[src/rtl/atten_pkg.sv]
package atten_pkg;

    typedef enum logic [2:0] {
        ST_IDLE,
        ST_SCALE,
        ST_MAP,
        ST_LATCH,
        ST_UPDATE
    } wr_state_e;

    // Rounded 20*log10(ref/x); index 0 maps to the deepest code.
    function automatic int log_att(input int x, input int ref_level, input int deepest);
        real v;
        if (x == 0) begin
            return deepest;
        end
        v = 20.0 * $log10(real'(ref_level) / real'(x));
        return $rtoi(v + 0.5);
    endfunction

endpackage

[src/rtl/atten_scale.sv]
module atten_scale #(
    parameter int VOL_W = 7,
    parameter int IDX_W = 8
) (
    input  logic             clk,
    input  logic             rst_n,
    input  logic             en,
    input  logic [VOL_W-1:0] vol_a,
    input  logic [VOL_W-1:0] vol_b,
    output logic [IDX_W-1:0] quot
);
    localparam int FULL   = (1 << VOL_W) - 1;
    localparam int PROD_W = 2 * VOL_W;
    localparam int SHIFT  = PROD_W + 7;
    localparam int RECIP  = ((1 << SHIFT) + FULL - 1) / FULL;
    localparam int WIDE_W = SHIFT + PROD_W + 1;

    logic [PROD_W-1:0] prod;
    logic [WIDE_W-1:0] wide;

    assign prod = PROD_W'(vol_a) * PROD_W'(vol_b);
    assign wide = WIDE_W'(prod) * WIDE_W'(RECIP);

    always_ff @(posedge clk) begin
        if (!rst_n) begin
            quot <= '0;
        end else if (en) begin
            quot <= IDX_W'(wide >> SHIFT);
        end
    end

    // Registered quotient is the exact floor of the product over full scale.
    assert_exact_divide_R3: assert property (@(posedge clk) disable iff (!rst_n)
        en |=> ((int'(quot) * FULL <= int'($past(prod))) &&
                (int'($past(prod)) < int'(quot) * FULL + FULL)));

endmodule

[src/rtl/atten_rom.sv]
module atten_rom #(
    parameter int VOL_W = 7,
    parameter int IDX_W = 8
) (
    input  logic [IDX_W-1:0] idx,
    output logic [VOL_W-1:0] entry
);
    localparam int DEPTH     = 1 << IDX_W;
    localparam int REF_LEVEL = DEPTH - 1;
    localparam int DEEPEST   = (1 << VOL_W) - 1;

    logic [VOL_W-1:0] table_q [DEPTH];

    for (genvar g = 0; g < DEPTH; g++) begin : g_entry
        localparam int E = atten_pkg::log_att(g, REF_LEVEL, DEEPEST);
        assign table_q[g] = VOL_W'(E);
    end

    assign entry = table_q[idx];

endmodule

[src/rtl/chan_atten_writer.sv]
module chan_atten_writer #(
    parameter int VOL_W  = 7,
    parameter int ADDR_W = 7,
    parameter int IDX_W  = 8
) (
    input  logic              clk,
    input  logic              rst_n,
    input  logic              start,
    input  logic [ADDR_W-1:0] reg_index,
    input  logic [VOL_W-1:0]  chan_vol,
    input  logic              chan_mute,
    input  logic [VOL_W-1:0]  left_vol,
    input  logic              left_mute,
    input  logic [VOL_W-1:0]  right_vol,
    input  logic              right_mute,
    input  logic              wr_ack,
    output logic              busy,
    output logic              wr_req,
    output logic [ADDR_W-1:0] wr_addr,
    output logic [VOL_W+1:0]  wr_data,
    output logic              done
);
    import atten_pkg::*;

    localparam int          FULL     = (1 << VOL_W) - 1;
    localparam logic [1:0]  UPD_BITS = 2'b11;

    wr_state_e         state, state_nx;
    logic [VOL_W-1:0]  cvol_q, mvol_q, code_q, entry;
    logic              mute_q;
    logic [ADDR_W-1:0] addr_q;
    logic [IDX_W-1:0]  quot;

    atten_scale #(.VOL_W(VOL_W), .IDX_W(IDX_W)) u_scale (
        .clk   (clk),
        .rst_n (rst_n),
        .en    (state == ST_SCALE),
        .vol_a (cvol_q),
        .vol_b (mvol_q),
        .quot  (quot)
    );

    atten_rom #(.VOL_W(VOL_W), .IDX_W(IDX_W)) u_rom (
        .idx   (quot),
        .entry (entry)
    );

    // State register
    always_ff @(posedge clk) begin
        if (!rst_n) begin
            state <= ST_IDLE;
        end else begin
            state <= state_nx;
        end
    end

    // Next-state logic
    always_comb begin
        state_nx = state;
        unique case (state)
            ST_IDLE:   if (start) state_nx = ST_SCALE;
            ST_SCALE:  state_nx = ST_MAP;
            ST_MAP:    state_nx = ST_LATCH;
            ST_LATCH:  if (wr_ack) state_nx = ST_UPDATE;
            ST_UPDATE: if (wr_ack) state_nx = ST_IDLE;
            default:   state_nx = ST_IDLE;
        endcase
    end

    // Datapath registers
    always_ff @(posedge clk) begin
        if (!rst_n) begin
            cvol_q <= '0;
            mvol_q <= '0;
            mute_q <= 1'b0;
            addr_q <= '0;
            code_q <= '0;
            done   <= 1'b0;
        end else begin
            done <= (state == ST_UPDATE) && wr_ack;
            if (state == ST_IDLE && start) begin
                addr_q <= reg_index;
                cvol_q <= chan_vol;
                if (reg_index[0]) begin
                    mvol_q <= right_vol;
                    mute_q <= chan_mute | right_mute;
                end else begin
                    mvol_q <= left_vol;
                    mute_q <= chan_mute | left_mute;
                end
            end
            if (state == ST_MAP) begin
                code_q <= mute_q ? '0 : VOL_W'(FULL) - entry;
            end
        end
    end

    // Outputs
    always_comb begin
        busy    = (state != ST_IDLE);
        wr_req  = (state == ST_LATCH) || (state == ST_UPDATE);
        wr_addr = addr_q;
        wr_data = (state == ST_UPDATE) ? {UPD_BITS, code_q} : {2'b00, code_q};
    end

    assert_mute_zero_R2: assert property (@(posedge clk) disable iff (!rst_n)
        (wr_req && mute_q) |-> (wr_data[VOL_W-1:0] == '0));

    assert_second_write_R6: assert property (@(posedge clk) disable iff (!rst_n)
        (state == ST_LATCH && wr_ack) |=>
            (wr_req && wr_data == ($past(wr_data) | 9'h180) && wr_addr == $past(wr_addr)));

    assert_addr_hold_R8: assert property (@(posedge clk) disable iff (!rst_n)
        busy |=> $stable(wr_addr));

    assert_done_pulse_R9: assert property (@(posedge clk) disable iff (!rst_n)
        (state == ST_UPDATE && wr_ack) |=> (done && !wr_req));

    assert_req_hold_R10: assert property (@(posedge clk) disable iff (!rst_n)
        (wr_req && !wr_ack) |=> (wr_req && $stable(wr_data)));

endmodule

[config.mk]
export PLATFORM = sky130hd
export DESIGN_NAME = chan_atten_writer
export DESIGN_NICKNAME = d
export VERILOG_FILES = /design/src/rtl/atten_pkg.sv /design/src/rtl/atten_scale.sv /design/src/rtl/atten_rom.sv /design/src/rtl/chan_atten_writer.sv
export SDC_FILE = /design/constraint.sdc
export NUM_CORES = 1
export LEC_CHECK = 0
export BUFFER_PORTS_ARGS = -buffer_cell sky130_fd_sc_hd__buf_2
export CELL_PAD_IN_SITES_DETAIL_PLACEMENT = 1
export CELL_PAD_IN_SITES_GLOBAL_PLACEMENT = 1
export CORE_MARGIN = 1
export CORE_UTILIZATION = 46
export CTS_CLUSTER_SIZE = 30
export DETAILED_ROUTE_END_ITERATION = 16
export PLACE_DENSITY_LB_ADDON = 0.25
export SETUP_SLACK_MARGIN = 0.2
export SYNTH_ARGS = -nofsm -noshare
export SYNTH_HDL_FRONTEND = slang
export SYNTH_HIERARCHICAL = 1
export SYNTH_SLANG_ARGS = --single-unit
export TNS_END_PERCENT = 100
[constraint.sdc]
create_clock -name clk -period 9.4 [get_ports clk]
set_input_delay 0 -clock clk [delete_from_list [all_inputs] [get_ports clk]]
set_output_delay 0 -clock clk [all_outputs]
set_load 0.1 [all_outputs]
==> key figures <==
Placement
  – DP Worst Slack: 2.29 ns
  – Cell Area, Placed: roughly 5300 µm²
  – Routability Congestion: 0.801
  – HPWL Detailed: 9980 µm
  – Port bufs: 53

Clocking
  – CTS Buf Count: 5
  – Number of hold buffers added after CTS: 15
  – TritonCTS clock tree: done
  – Clk slew on worst S/H paths: ~0.090 ns
  – H-tree levels: 2
  – Post-CTS Setup Inserts: 0
  – CTS resizes: 0
  – CTS root buffer: clkbuf_8
  – Clk_lat worst skew: 0.29 ns
  – CTS Sinks: 41
  – Bufs on Longest Clock Path: 2

Logic synthesis
  – Post-Syn Nets: 730
  – Syn_area_per_cell: 8.63 µm²
  – Synth warnings: 6
  – Post-synthesis instance total: between 500 and 600
  – Post-synth cell types: 72
  – Post-synthesis register bit count: 41
  – Seq/Total Area, Yosys: 0.163
  – Post-synth ARST share: 0
  – Number of flops mapped to enable cells by yosys: 0
  – Main synth FF type: dfxtp_1
  – Mapped Area: 5020 µm²

Hold path
  – Worst min-delay path class: in2reg
  – HP Start: chan_vol[1]

Route
  – DRT antenna net count: 0
  – 1st-iter DRT viols: 179
  – DR vias/cell: around 5.6
  – DR WL/cell: 16.6 µm
  – Drc violations: 0
  – Final wirelength: between 10,000 and 15,000 µm
  – First-pass DRT Iterations: 4
  – Routed vias: 4,336

Die
  – Core area: 10,500 µm²
  – Die area: between 10,000 and 15,000 µm²
  – Row cnt: 37
  – Initial Utilization: 0.480
  – Die span in x: 106 µm
  – Die Height: 106 µm
  – # IOs: 54

Finish
  – Diode count: 0
  – Fillers: 1,298
  – Most frequent cells in the layout: ha_1, nand2_1, buf_2
  – Layout cell share with drive strength beyond 1: 0.140
  – Area of the multi-input gates: about 3900 µm²
  – Register Area: 821 µm²
  – Fin area: 5600 µm²
  – Layout net count: between 700 and 800
  – Most common cell after layout, fill and taps aside: ha_1
  – Area Growth Syn to Fin: 11.5%

Global route
  – First-pass GRT wire length: 21,500 µm
  – Vias in the first global route: between 4,000 and 5,000
  – Largest net degree at the start of global routing: 42
  – Initial antenna violation count: 0
  – Overall Global Routing Usage: 0.235
  – Total grt overflow: 0

Power
  – Static Leakage: ~0.003 µW
  – Comb power frac: 0.347
  – Peak VDD IR: just over 0.06 mV
  – Clock power frac: 0.270
  – Cell Int Power: approximately 340 µW
  – Reg power frac: 0.382
  – Sw Ratio: 0.383
  – PwrDens: 97.2 nW/µm²
  – Total power: 545 µW
  – Net switching power figure: about 210 µW

Critical path
  – Worst path arrival time: 7.32 ns
  – Crit path top cell by count: ha_1
  – Required time of the worst setup path: 9.62 ns
  – Critical path endpoint category: flop
  – Cell family with most CP delay: adder cells
  – CP Launch Type: flop
  – Delay of the slowest critical-path stage: 0.55 ns
  – Worst Path Class, Setup: reg2reg
  – Crit path max fanout: 8
  – Critical path launch point: mvol_q[6]$_SDFFE_PN0P_
  – Worst r2r src: mvol_q[6]$_SDFFE_PN0P_
  – CP max stage cell: fa_1
  – WP buf/inv: 3

Timing
  – Slew @ Worst Pin: 0.887 ns
  – Final setup viols: 0
  – Final Hold Viols: 0
  – Slew HR: 0.408
  – Slew Limit Fails: 0
  – Fmax: 141 MHz
  – Skew final: 0.00513 ns
  – Setup WS post-layout: 2.30 ns
  – Final period util: 0.755
  – RSZ-0062 raised after global routing: false
  – Min Tclk post-route: 7.10 ns
  – Final TNS setup: 0 ns

Job
  – Max_cap viols: 0

Run status
  – Run status: finished, final reports clean
-- Yosys cell counts (8+ instances only) --
cell       n  area [µm²]
a21oi_1   26         130
and2_1    42         263
clkbuf_1   9        33.8
inv_1     33         124
fa_1      24         480
xnor2_1   11        96.3
ha_1      89        1110
mux2i_1   11         110
dfxtp_1   41         821
and3_1     9        56.3
nand2_1   81         304
a21boi_0  19         143
o21ai_0   17        85.1
nor2_1    31         116
or3_1      8        50.1
-- path summary, 6_finish.rpt --
| path | endpoint | slack, ns | depth (start not counted) |
|---|---|---|---|
| setup / recovery | u_scale/quot[5]$_SDFFE_PN0P_ | 2.30 | 26 |
| hold / removal | cvol_q[1]$_SDFFE_PN0P_ | 0.006 | 3 |
| setup reg to reg | u_scale/quot[5]$_SDFFE_PN0P_ | 2.30 | 26 |
| hold reg to reg | code_q[4]$_SDFFE_PN0P_ | 0.47 | 2 |
-- power by group through the flow --
stage | combinational, µW | clock (µW) | sequential (µW)
3_3_place_gp | 176 | 0 | 210
5_1_grt | 209 | 159 | 211
6_report | 189 | 147 | 208
4_1_cts | 190 | 150 | 208
3_5_place_dp | 184 | 0 | 212
2_1_floorplan | 127 | 0 | 222
-- kinds of logic (layout without fill, tap and decap cells) --
logic type	after synthesis	after routing	share of synthesized area
muxes	12	12	0.0242
and+or+nand+nor	211	211	0.217
DFF	41	41	0.163
AOI/OAI and AO/OA	127	127	0.183
adders and majority gates	114	114	0.320
xor gates and xnor gates	19	19	0.0384
buffers and inverters	58	112	0.0538
-- worst reg2reg max path: cells and delay by family, from the launching register on --
kind	cells	cell delay [ns]
AO/OA/AOI/OAI	8	1.73
XOR/XNOR	2	0.42
adder cells (fa/ha/maj)	9	3.78
buffers and inverters	3	0.14
flip-flops	1	0.47
AND/OR/NAND/NOR	4	0.47
-- layout make-up --
class | count | share of cell area
Multi-Input combinational cell | 483 | 0.703
Sequential cell | 41 | 0.147
Timing Repair Buffer | 70 | 0.0769
Tap cell | 136 | 0.0304
Inverter | 34 | 0.0228
Clock buffer | 5 | 0.0123
Clock inverter | 3 | 0.00827
-- sequential cells by signal, indices dropped and copies added, names as in the netlist --
| name | flops |
|---|---|
| done | 1 |
| code_q | 7 |
| wr_addr | 7 |
| mute_q | 1 |
| state | 3 |
| mvol_q | 7 |
| u_scale/quot | 8 |
| cvol_q | 7 |
-- per-stage QoR --
stage               std cells  hold WS [ns]  utilization
CTS                       772        0.0126        0.535
floorplan                 582         0.141            -
global placement          749         0.249        0.510
detailed placement        749         0.255        0.510
finish                    772       0.00572        0.535
global route              772        0.0224        0.535
-- per-layer routing --
layer  global-route usage  vias up  routed length (µm)
li1                     -     2142                   -
met4               0.0519        0                 161
met1                0.301     2124                5880
met2                0.427       58                6510
met5                    0        -                   0
met3               0.0196       12                 241
(Power assumes the default switching activity.)
